--- src/rtl/isp_seq_pkg.sv ---
package isp_seq_pkg;

    localparam int IR_W = 4;
    localparam logic [IR_W-1:0] IR_CAPTURE = 4'b0001;
    localparam logic [15:0] PART_NUMBER = 16'h0141;

    typedef enum logic [3:0] {
        TLR, RTI, SEL_DR, CAP_DR, SHIFT_DR, EXIT1_DR, PAUSE_DR, EXIT2_DR, UPD_DR,
        SEL_IR, CAP_IR, SHIFT_IR, EXIT1_IR, PAUSE_IR, EXIT2_IR, UPD_IR
    } tap_state_e;

    typedef enum logic [IR_W-1:0] {
        OP_IDCODE     = 4'h1,
        OP_PROG_EN    = 4'h2,
        OP_ADDR       = 4'h3,
        OP_DATA       = 4'h4,
        OP_ERASE_PT   = 4'h5,
        OP_ERASE_ARCH = 4'h6,
        OP_PROG_COL   = 4'h7,
        OP_PROG_FUSE  = 4'h8,
        OP_READ_COL   = 4'h9,
        OP_DISCHARGE  = 4'hA,
        OP_BYPASS     = 4'hF
    } opcode_e;

    typedef enum logic [1:0] {DR_BYPASS, DR_IDCODE, DR_ADDR, DR_DATA} dr_sel_e;

    typedef struct packed {
        logic erase_pt;
        logic erase_arch;
        logic prog_col;
        logic prog_fuse;
        logic read_col;
        logic discharge;
    } strobe_t;

    function automatic tap_state_e tap_next(tap_state_e s, logic tms);
        case (s)
            TLR:      return tms ? TLR      : RTI;
            RTI:      return tms ? SEL_DR   : RTI;
            SEL_DR:   return tms ? SEL_IR   : CAP_DR;
            CAP_DR:   return tms ? EXIT1_DR : SHIFT_DR;
            SHIFT_DR: return tms ? EXIT1_DR : SHIFT_DR;
            EXIT1_DR: return tms ? UPD_DR   : PAUSE_DR;
            PAUSE_DR: return tms ? EXIT2_DR : PAUSE_DR;
            EXIT2_DR: return tms ? UPD_DR   : SHIFT_DR;
            UPD_DR:   return tms ? SEL_DR   : RTI;
            SEL_IR:   return tms ? TLR      : CAP_IR;
            CAP_IR:   return tms ? EXIT1_IR : SHIFT_IR;
            SHIFT_IR: return tms ? EXIT1_IR : SHIFT_IR;
            EXIT1_IR: return tms ? UPD_IR   : PAUSE_IR;
            PAUSE_IR: return tms ? EXIT2_IR : PAUSE_IR;
            EXIT2_IR: return tms ? UPD_IR   : SHIFT_IR;
            UPD_IR:   return tms ? SEL_DR   : RTI;
            default:  return TLR;
        endcase
    endfunction

    function automatic logic is_private(logic [IR_W-1:0] op);
        return (op >= OP_ADDR) && (op <= OP_DISCHARGE);
    endfunction

    function automatic dr_sel_e decode_dr(logic [IR_W-1:0] op);
        case (op)
            OP_IDCODE:             return DR_IDCODE;
            OP_ADDR:               return DR_ADDR;
            OP_DATA, OP_READ_COL:  return DR_DATA;
            default:               return DR_BYPASS;
        endcase
    endfunction

endpackage

--- src/rtl/isp_tap_fsm.sv ---
module isp_tap_fsm
    import isp_seq_pkg::*;
(
    input  logic       clk,
    input  logic       rst,
    input  logic       tms,
    output tap_state_e state
);
    always_ff @(posedge clk) begin
        if (rst) state <= TLR;
        else     state <= tap_next(state, tms);
    end
endmodule

--- src/rtl/isp_instr_reg.sv ---
module isp_instr_reg
    import isp_seq_pkg::*;
(
    input  logic            clk,
    input  logic            rst,
    input  tap_state_e      state,
    input  logic            tdi,
    output logic [IR_W-1:0] ir_q,
    output logic            prog_mode,
    output logic            ir_tdo
);
    logic [IR_W-1:0] ir_sh;

    always_ff @(posedge clk) begin
        if (rst) begin
            ir_sh     <= IR_CAPTURE;
            ir_q      <= OP_IDCODE;
            prog_mode <= 1'b0;
        end else begin
            case (state)
                TLR: begin
                    ir_q      <= OP_IDCODE;
                    prog_mode <= 1'b0;
                end
                CAP_IR:   ir_sh <= IR_CAPTURE;
                SHIFT_IR: ir_sh <= {tdi, ir_sh[IR_W-1:1]};
                UPD_IR: begin
                    ir_q <= ir_sh;
                    if (ir_sh == OP_PROG_EN) prog_mode <= 1'b1;
                end
                default: ;
            endcase
        end
    end

    assign ir_tdo = ir_sh[0];
endmodule

--- src/rtl/isp_dr_bank.sv ---
module isp_dr_bank
    import isp_seq_pkg::*;
#(
    parameter int          ADDR_W   = 3,
    parameter int          DW       = 8,
    parameter logic [31:0] ID_VALUE = 32'h1
) (
    input  logic              clk,
    input  logic              rst,
    input  tap_state_e        state,
    input  logic [IR_W-1:0]   ir_q,
    input  logic              tdi,
    input  logic [DW-1:0]     cap_data,
    output logic [ADDR_W-1:0] col_addr,
    output logic [DW-1:0]     data_q,
    output logic              dr_tdo
);
    dr_sel_e     sel;
    logic        bypass_q;
    logic [31:0] id_sh;

    assign sel = decode_dr(ir_q);

    always_ff @(posedge clk) begin
        if (rst) begin
            bypass_q <= 1'b0;
            id_sh    <= ID_VALUE;
            col_addr <= '0;
            data_q   <= '0;
        end else if (state == CAP_DR) begin
            case (sel)
                DR_BYPASS: bypass_q <= 1'b0;
                DR_IDCODE: id_sh    <= ID_VALUE;
                DR_DATA:   if (ir_q == OP_READ_COL) data_q <= cap_data;
                default: ;
            endcase
        end else if (state == SHIFT_DR) begin
            case (sel)
                DR_BYPASS: bypass_q <= tdi;
                DR_IDCODE: id_sh    <= {tdi, id_sh[31:1]};
                DR_ADDR:   col_addr <= {tdi, col_addr[ADDR_W-1:1]};
                DR_DATA:   data_q   <= {tdi, data_q[DW-1:1]};
                default: ;
            endcase
        end
    end

    always_comb begin
        case (sel)
            DR_IDCODE: dr_tdo = id_sh[0];
            DR_ADDR:   dr_tdo = col_addr[0];
            DR_DATA:   dr_tdo = data_q[0];
            default:   dr_tdo = bypass_q;
        endcase
    end
endmodule

--- src/rtl/isp_action_ctrl.sv ---
module isp_action_ctrl
    import isp_seq_pkg::*;
#(
    parameter int ADDR_W = 3,
    parameter int DW     = 8
) (
    input  logic              clk,
    input  logic              rst,
    input  tap_state_e        state,
    input  logic [IR_W-1:0]   ir_q,
    input  logic              prog_mode,
    input  logic [ADDR_W-1:0] col_addr,
    input  logic [DW-1:0]     data_q,
    output logic [DW-1:0]     cap_data,
    output logic              hv_active,
    output strobe_t           stb
);
    localparam int NCOL = 2 ** ADDR_W;

    logic [1:0]               rti_cnt;
    logic                     fuse_q;
    logic                     fire;
    logic                     go_erase_pt, go_erase_arch, go_prog, go_fuse, go_dis, go_read;
    logic                     rd_ok;
    logic [NCOL-1:0][DW-1:0]  col_bus;

    assign fire          = (state == RTI) && (rti_cnt == 2'd1);
    assign go_erase_pt   = fire && prog_mode && (ir_q == OP_ERASE_PT);
    assign go_erase_arch = fire && prog_mode && (ir_q == OP_ERASE_ARCH);
    assign go_prog       = fire && prog_mode && (ir_q == OP_PROG_COL);
    assign go_fuse       = fire && prog_mode && (ir_q == OP_PROG_FUSE);
    assign go_dis        = fire && (ir_q == OP_DISCHARGE);
    assign rd_ok         = !hv_active && !fuse_q;
    assign go_read       = (state == CAP_DR) && (ir_q == OP_READ_COL) && rd_ok;
    assign cap_data      = rd_ok ? col_bus[col_addr] : '0;

    for (genvar c = 0; c < NCOL; c++) begin : g_col
        localparam logic [ADDR_W-1:0] IDX = ADDR_W'(c);
        logic [DW-1:0] col_q;
        always_ff @(posedge clk) begin
            if (rst)
                col_q <= '0;
            else if ((go_erase_pt && !IDX[ADDR_W-1]) || (go_erase_arch && IDX[ADDR_W-1]))
                col_q <= '0;
            else if (go_prog && (col_addr == IDX))
                col_q <= data_q;
        end
        assign col_bus[c] = col_q;
    end

    always_ff @(posedge clk) begin
        if (rst) begin
            rti_cnt   <= '0;
            fuse_q    <= 1'b0;
            hv_active <= 1'b0;
            stb       <= '0;
        end else begin
            if (state != RTI)          rti_cnt <= '0;
            else if (rti_cnt != 2'd2)  rti_cnt <= rti_cnt + 2'd1;
            if (go_fuse) fuse_q <= 1'b1;
            if (go_erase_pt || go_erase_arch || go_prog || go_fuse) hv_active <= 1'b1;
            else if (go_dis)                                        hv_active <= 1'b0;
            stb.erase_pt   <= go_erase_pt;
            stb.erase_arch <= go_erase_arch;
            stb.prog_col   <= go_prog;
            stb.prog_fuse  <= go_fuse;
            stb.read_col   <= go_read;
            stb.discharge  <= go_dis;
        end
    end
endmodule

--- src/rtl/isp_seq_top.sv ---
module isp_seq_top
    import isp_seq_pkg::*;
#(
    parameter int          COL_AW   = 2,
    parameter int          DW       = 8,
    parameter logic [3:0]  VERSION  = 4'h3,
    parameter logic [10:0] MFR_CODE = 11'h055
) (
    input  logic clk,
    input  logic rst,
    input  logic tms,
    input  logic tdi,
    output logic tdo,
    output logic safe_state,
    output logic stb_erase_pt,
    output logic stb_erase_arch,
    output logic stb_prog_col,
    output logic stb_prog_fuse,
    output logic stb_read_col,
    output logic stb_discharge
);
    localparam int          ADDR_W   = COL_AW + 1;
    localparam logic [31:0] ID_VALUE = {VERSION, PART_NUMBER, MFR_CODE, 1'b1};

    tap_state_e        tap_state;
    logic [IR_W-1:0]   ir_q;
    logic              prog_mode, ir_tdo, dr_tdo, hv_active;
    logic [ADDR_W-1:0] col_addr;
    logic [DW-1:0]     data_q, cap_data;
    strobe_t           stb;

    isp_tap_fsm u_tap (.clk(clk), .rst(rst), .tms(tms), .state(tap_state));

    isp_instr_reg u_ir (
        .clk(clk), .rst(rst), .state(tap_state), .tdi(tdi),
        .ir_q(ir_q), .prog_mode(prog_mode), .ir_tdo(ir_tdo)
    );

    isp_dr_bank #(.ADDR_W(ADDR_W), .DW(DW), .ID_VALUE(ID_VALUE)) u_dr (
        .clk(clk), .rst(rst), .state(tap_state), .ir_q(ir_q), .tdi(tdi),
        .cap_data(cap_data), .col_addr(col_addr), .data_q(data_q), .dr_tdo(dr_tdo)
    );

    isp_action_ctrl #(.ADDR_W(ADDR_W), .DW(DW)) u_act (
        .clk(clk), .rst(rst), .state(tap_state), .ir_q(ir_q), .prog_mode(prog_mode),
        .col_addr(col_addr), .data_q(data_q), .cap_data(cap_data),
        .hv_active(hv_active), .stb(stb)
    );

    always_comb begin
        case (tap_state)
            SHIFT_IR: tdo = ir_tdo;
            SHIFT_DR: tdo = dr_tdo;
            default:  tdo = 1'b0;
        endcase
    end

    assign safe_state     = is_private(ir_q);
    assign stb_erase_pt   = stb.erase_pt;
    assign stb_erase_arch = stb.erase_arch;
    assign stb_prog_col   = stb.prog_col;
    assign stb_prog_fuse  = stb.prog_fuse;
    assign stb_read_col   = stb.read_col;
    assign stb_discharge  = stb.discharge;
endmodule

--- config.mk ---
export PLATFORM = sky130hd
export DESIGN_NAME = isp_seq_top
export DESIGN_NICKNAME = d
export VERILOG_FILES = /design/src/rtl/isp_seq_pkg.sv /design/src/rtl/isp_tap_fsm.sv /design/src/rtl/isp_instr_reg.sv /design/src/rtl/isp_dr_bank.sv /design/src/rtl/isp_action_ctrl.sv /design/src/rtl/isp_seq_top.sv
export SDC_FILE = /design/constraint.sdc
export NUM_CORES = 1
export LEC_CHECK = 0
export ABC_AREA = 0
export BUFFER_PORTS_ARGS = -buffer_cell sky130_fd_sc_hd__buf_2
export CORE_ASPECT_RATIO = 1.4
export CORE_MARGIN = 4
export CORE_UTILIZATION = 25
export CTS_CLUSTER_DIAMETER = 80
export DETAILED_ROUTE_END_ITERATION = 7
export PLACE_DENSITY = 0.35
export SLEW_MARGIN = 30
export SYNTH_ARGS = -nofsm -noshare
export SYNTH_HDL_FRONTEND = slang
export SYNTH_HIERARCHICAL = 1
export SYNTH_SLANG_ARGS = --single-unit
--- constraint.sdc ---
create_clock -name clk -period 5.65 [get_ports clk]
set_input_delay 0.565 -clock clk [delete_from_list [all_inputs] [get_ports clk]]
set_output_delay 0.565 -clock clk [all_outputs]
set_load 0.03 [all_outputs]
==> impl_metrics.tcl, run 1 <==
set metrics [dict create \
    worstHoldStart "u_act/fuse_q" \
    setup_viol 0 \
    clkTransAtPathRegs_ps 60 \
    cts_buffers 17 \
    place_inst 917 \
    synth.net_count 639 \
    dp.final_hpwl_mm 9.56 \
    combPwrFrac 0.041 \
    area_delta_synth_final_pct 15.0 \
    seqPwrFrac 0.425 \
    grt_pass1_vias 4588 \
    core_um2 24100 \
    final_cells 949 \
    cts_tree "yes" \
    seqCellArea_um2 2620 \
    final_nets 632 \
    post_route_cells_drive_above_1_share 0.211 \
    synth_cell_type_count 60 \
    pre_cts_ws_ps 3220 \
    rsz0062_at_grt "no" \
    tightest_slew_ps 868 \
    ios 12 \
    avgSynthCellArea_um2 9.73 \
    yosysMostFrequentCell "dfxtp_1" \
    power_mw 2.21 \
    synth_top_flop_cell "dfxtp_1" \
    drt_wl_total_mm 15.4 \
    crit_buf_inv 1 \
    whs_path_depth 2 \
    chipWidth_um 141 \
    firstDrtPassIters 4 \
    hold_path.class "flop to flop" \
    ys_seq_elements 131 \
    yosysSeqAreaShare 0.426 \
    clock_path_buffers 2 \
    antenna_found_initial 0 \
    synth_xor_area_frac 0.00426 \
    tns_ps 0 \
    ir_worst_vdd_uv 202 \
    h-tree-depth 4 \
    cap_viol_max_count 0 \
    worstSetupEndpointType "primary output" \
    cp_slowest_cell "dfxtp_1" \
    worstSetupPathType "flop to primary output" \
    clock_latency_ps 420 \
    regToRegEndpoint "u_act/g_col[5].col_q[1]" \
    vias_per_cell 4.79 \
    postCtsSetupBuffers 0 \
    cpPeakStageDelay_ps 640 \
    synth_edf_count 0 \
    slew_headroom 0.417 \
    synthCells 633 \
    holdPathEnd "u_act/fuse_q" \
    grt_pass1_wl_mm 25.2 \
    r2r-start "u_tap/state[0]" \
    cts_hold_buf 0 \
    clock_sinks 131 \
    dieArea_um2 27300 \
    grt_start_max_net_pins 76 \
    drc 0 \
    root_buffer "clkbuf_16" \
    drv_slew 0 \
    yosys.area_share.adder 0.00406 \
    path_cells "nor3b_2, o21ai_0, a32o_1, a22o_1, buf_2" \
    grt_usage 0.116 \
    r2r_setup_slack_ps 3220 \
    fillCellCount 2528 \
    reg2reg_depth 5 \
    dpl_cell_area_um2 6450 \
    p_leak_nw 2.54 \
    fmax_mhz 363 \
    initial_utilization 0.255 \
    synthTopCellsByArea "dfxtp_1 43%, mux2i_1 12%, mux4_2 5.8%" \
    cp.arrival_ps 2190 \
    synthMuxAreaShare 0.182 \
    fin_area_um2 7080 \
    multiInputGateArea_um2 3250 \
    p_int_mw 1.73 \
    ys_top_cells_by_count "131 x dfxtp_1, 75 x mux2i_1, 55 x nor2_1" \
    syn_area_um2 6160 \
    synthArstFlopShare 0 \
    synth-simple-area-share 0.235 \
    antennaDiodeCount 0 \
    synth_top_area_share 0.426 \
    post_cts_resized 0 \
    power_switching_mw 0.475 \
    skew_ps 10.6 \
    overflow 0 \
    switching_share 0.215 \
    fin_hold_ws_ps 444 \
    wire_per_inst_um 16.2 \
    synth_top_family_by_area "simple AND/OR/NAND/NOR gates" \
    yosysWarnings 6 \
    ant_nets 0 \
    synth-compound-area-share 0.101 \
    final_core_util 0.293 \
    netlist.top_cell.by_area "dfxtp_1" \
    critPathMaxFanout 14 \
    die_h_um 194 \
    gp_congestion 0.705 \
    crit_required_ps 5090 \
    status "finished clean" \
    num_rows 67 \
    finalHoldViolCount 0 \
    fin_crit_sh 0.488 \
    worstSetupStartpointType "flop" \
    pwr-share-clk 0.534 \
    crit_family "flip-flops" \
    port_buffers 11 \
    setup_ws_ps 2890 \
    drt_iter0_markers 265 \
    num_vias 4541 \
    power_density_nw_per_um2 312 \
    period_needed_ps 2760 \
]
-- cell usage in the layout (no fill, tap or decap), drive strengths merged, types with 3 or more instances in the layout --
cell     instances
nand2           47
nor3b            7
o211ai           7
nand4            6
nand2b           4
dfxtp          131
and4b            3
a211o            8
nor4             6
nand3b           3
o21ai           13
nor4b            3
clkbuf          23
mux2i           75
o21bai           4
nand3           29
inv             10
nor3            27
buf             24
nand4bb          4
and4bb           6
bufinv           4
nor2b            3
a22o             5
nor2            87
a31oi            3
clkinv           4
a21oi           52
mux4            16
-- how the worst max path moves through the flow --
stage,slack [ps],endpoint,cells past startpoint,from
floorplan,3620,tdo,4,u_ir/ir_q[2]
global placement,3130,u_act/g_col[0].col_q[7],5,u_tap/state[0]
detailed placement,3220,u_act/g_col[5].col_q[1],5,u_tap/state[0]
CTS,2880,tdo,5,u_ir/ir_q[2]
global route,2750,tdo,5,u_ir/ir_q[2]
finish,2890,tdo,5,u_ir/ir_q[2]
-- logic make-up (layout without fill, tap and decap cells) --
kind of cell | count (synthesis) | count (layout)
mux | 92 | 92
fa+ha+maj | 2 | 2
xor+xnor | 3 | 3
buf+inv | 60 | 66
flops | 131 | 131
simple gates | 246 | 246
compound gates | 99 | 99
-- layout make-up --
cell class	count	area share
flip-flops and latches	131	0.370
clock inverters	9	0.0214
inverters	10	0.00530
multi-input cells	442	0.459
repair buffers	24	0.0215
well taps	310	0.0548
clock buffers	23	0.0675
-- routing by layer --
| metal | global-route usage | wire (um) | vias up |
|---|---|---|---|
| met2 | 0.203 | 8020 | 55 |
| met3 | 0.0239 | 347 | 8 |
| met4 | 0.0384 | 155 | 0 |
| met5 | 0 | 0 | - |
| met1 | 0.142 | 6860 | 2240 |
| li1 | - | - | 2238 |
-- registers in the layout, summed over array words and instances, names as in the netlist --
| name | count |
|---|---|
| u_dr/bypass_q | 1 |
| u_act/stb | 6 |
| u_dr/data_q | 8 |
| u_ir/prog_mode | 1 |
| u_act/g_col.col_q | 64 |
| u_dr/id_sh | 32 |
| u_act/fuse_q | 1 |
| u_ir/ir_q | 4 |
| u_dr/col_addr | 3 |
| u_ir/ir_sh | 4 |
| u_act/rti_cnt | 2 |
| u_tap/state | 4 |
| u_act/hv_active | 1 |
-- power groups by stage --
stage                     clock, mW  combinational, mW  sequential, mW
after floorplan                   0             0.0674           0.962
after global placement            0             0.0903           0.957
after detailed placement          0             0.0919           0.958
after CTS                      1.22             0.0922           0.937
after global routing           1.26              0.101           0.938
final                          1.18             0.0913           0.937
-- tightest hold or removal path: cells and delay by family (launching register included) --
| kind | cells | cell delay [ps] |
|---|---|---|
| flops | 1 | 300 |
| buf+inv | 1 | 40 |
| compound gates | 1 | 50 |
(Power assumes the default switching activity.)
==> run 2: changes to the inputs <==
- ABC_AREA: 0 -> 1
- PLACE_DENSITY: 0.35 -> 0.36
- clock period: 5.65 -> 2.3 ns (I/O delays scaled with it)
==> impl_metrics.tcl, run 2 <==
set metrics [dict create \
    status "finished clean" \
    core_um2 26200 \
    worstSetupEndpointType "primary output" \
    finalHoldViolCount 0 \
    wire_per_inst_um 14.2 \
    synth.net_count 993 \
    antennaDiodeCount 0 \
    firstDrtPassIters 4 \
    p_leak_nw 3.16 \
    synth_cell_type_count 37 \
    num_vias 6008 \
    met2_usage 0.239 \
    clock_path_buffers 2 \
    setup_viol 0 \
    r2r-start "u_dr/col_addr[0]" \
    root_buffer "clkbuf_16" \
    power_density_nw_per_um2 696 \
    cp.arrival_ps 1830 \
    worstHoldStart "tms" \
    ys_seq_elements 131 \
    cap_viol_max_count 0 \
    slew_headroom 0.580 \
    yosysSeqAreaShare 0.393 \
    hold_path.class "input port to flop" \
    drc 0 \
    yosysMostFrequentCell "nand2_1" \
    h-tree-depth 4 \
    regToRegEndpoint "u_dr/data_q[0]" \
    critPathMaxFanout 10 \
    area_delta_synth_final_pct 13.9 \
    drt_iter0_markers 322 \
    rsz0062_at_grt "no" \
    cts_hold_buf 0 \
    skew_ps 9.69 \
    reg2reg_depth 11 \
    grt_start_max_net_pins 53 \
    grt_pass1_vias 6058 \
    synthCells 987 \
    grt_pass1_wl_mm 31.5 \
    clock_sinks 131 \
    fin_crit_sh 0.895 \
    avgSynthCellArea_um2 6.76 \
    synthArstFlopShare 0 \
    drt_wl_total_mm 18.9 \
    final_cell_mix "279 x nand2_1, 177 x nor2_1, 128 x dfxtp_1, 91 x nand3_1, 88 x a21oi_1" \
    ys_top_cells_by_count "279 x nand2_1, 178 x nor2_1, 131 x dfxtp_1" \
    drv_slew 0 \
    largest_register_ff_count 64 \
    initial_utilization 0.255 \
    fmax_mhz 486 \
    gp_congestion 0.732 \
    netlist.top_cell.by_area "dfxtp_1" \
    dp.final_hpwl_mm 12.5 \
    holdPathEnd "u_tap/state[2]" \
    busiest_layer "met2" \
    overflow 0 \
    tightest_slew_ps 628 \
    top_register "u_act/g_col.col_q" \
    tns_ps 0 \
    layout_commonest_cell "nand2_1" \
    whs_path_depth 3 \
    cts_buffers 17 \
    synth_edf_count 0 \
    clock_latency_ps 420 \
    worstSetupPathType "flop to primary output" \
    die_h_um 201 \
    ant_nets 0 \
    antenna_found_initial 0 \
    grt_usage 0.132 \
    worstSetupStartpointType "flop" \
    clkTransAtPathRegs_ps 60 \
    port_buffers 11 \
    use_met1 0.158 \
    syn_area_um2 6670 \
    synthTopCellsByArea "dfxtp_1 39%, nand2_1 16%, nor2_1 10%" \
    crit_required_ps 2070 \
    chipWidth_um 146 \
    vias_per_cell 4.52 \
    final_nets 998 \
    postCtsSetupBuffers 0 \
    grt_use_met3 0.0230 \
    reg_top3 "u_act/g_col.col_q (64), u_dr/id_sh (32), u_dr/data_q (8)" \
    period_needed_ps 2060 \
    ios 12 \
    final_core_util 0.290 \
    yosysWarnings 6 \
    num_rows 70 \
    post_route_cells_drive_above_1_share 0.123 \
    synth_top_flop_cell "dfxtp_1" \
    cts_tree "yes" \
    ir_worst_vdd_uv 526 \
    dieArea_um2 29400 \
    r2r_setup_slack_ps 350 \
    synth_top_area_share 0.393 \
]
-- run 2: where the power goes --
group	switching [mW]	internal, mW	total [mW]	leakage [nW]
Clock	1.08	1.62	2.70	0.275
Combinational	0.168	0.0887	0.257	1.82
Sequential	0.0261	2.30	2.33	1.06
-- run 2: per-stage QoR --
step	setup slack (ps)	total power, mW	area (um2)	hold slack [ps]	instances
floorplan	654	2.56	6670	292	987
global placement	355	2.64	7000	448	1297
detailed placement	328	2.64	7000	450	1297
CTS	12.4	5.39	7580	112	1329
global route	6.08	5.54	7590	131	1329
finish	240	5.29	7590	132	1329
-- run 2: final cells by class --
cell class | count | area [um2]
repair buffers | 38 | 333
fillers | 2926 | 18600
clock buffers | 19 | 443
inverters | 62 | 243
clock inverters | 13 | 136
well taps | 324 | 405
multi-input cells | 742 | 3400
flip-flops and latches | 131 | 2630
-- run 2: critical path, cell delays in order, from the launching register on --
cell     delay [ps]
dfxtp_4         380
inv_1            70
nor2_2           40
nand2_1         100
nand2_2         100
nor2_2          140
nand2_1          60
nand4_1          90
nand2_1          60
nor2_1           80
nand2_1          50
nand2_1          50
buf_2           190
-- run 2: cells by family after synthesis --
group	Yosys count	synth area share
XOR/XNOR	1	0.00131
flip-flops	131	0.393
buffers and inverters	114	0.0974
AND/OR/NAND/NOR	602	0.394
adder cells (fa/ha/maj)	2	0.00375
AO/OA/AOI/OAI	137	0.110
-- run 2: routing by layer --
metal / vias up / share of wire
li1: 3161 / -
met4: 0 / 0.016
met3: 20 / 0.021
met1: 2771 / 0.45
met5: - / 0
met2: 56 / 0.51
-- run 2: worst max path at each step --
stage | start | to | cells past startpoint
after floorplan | u_tap/state[0] | u_act/g_col[2].col_q[7] | 9
after global placement | u_dr/col_addr[0] | u_dr/data_q[0] | 11
after detailed placement | u_dr/col_addr[0] | u_dr/data_q[4] | 11
after CTS | u_ir/ir_q[2] | tdo | 11
after global routing | u_ir/ir_q[3] | tdo | 11
final | u_ir/ir_q[0] | tdo | 12
-- run 2: timing repair --
item                                    in CTS  in global routing
endpoints found under the hold margin        0                  0
resized for setup                            0                  5
endpoints found under the setup margin       0                  1
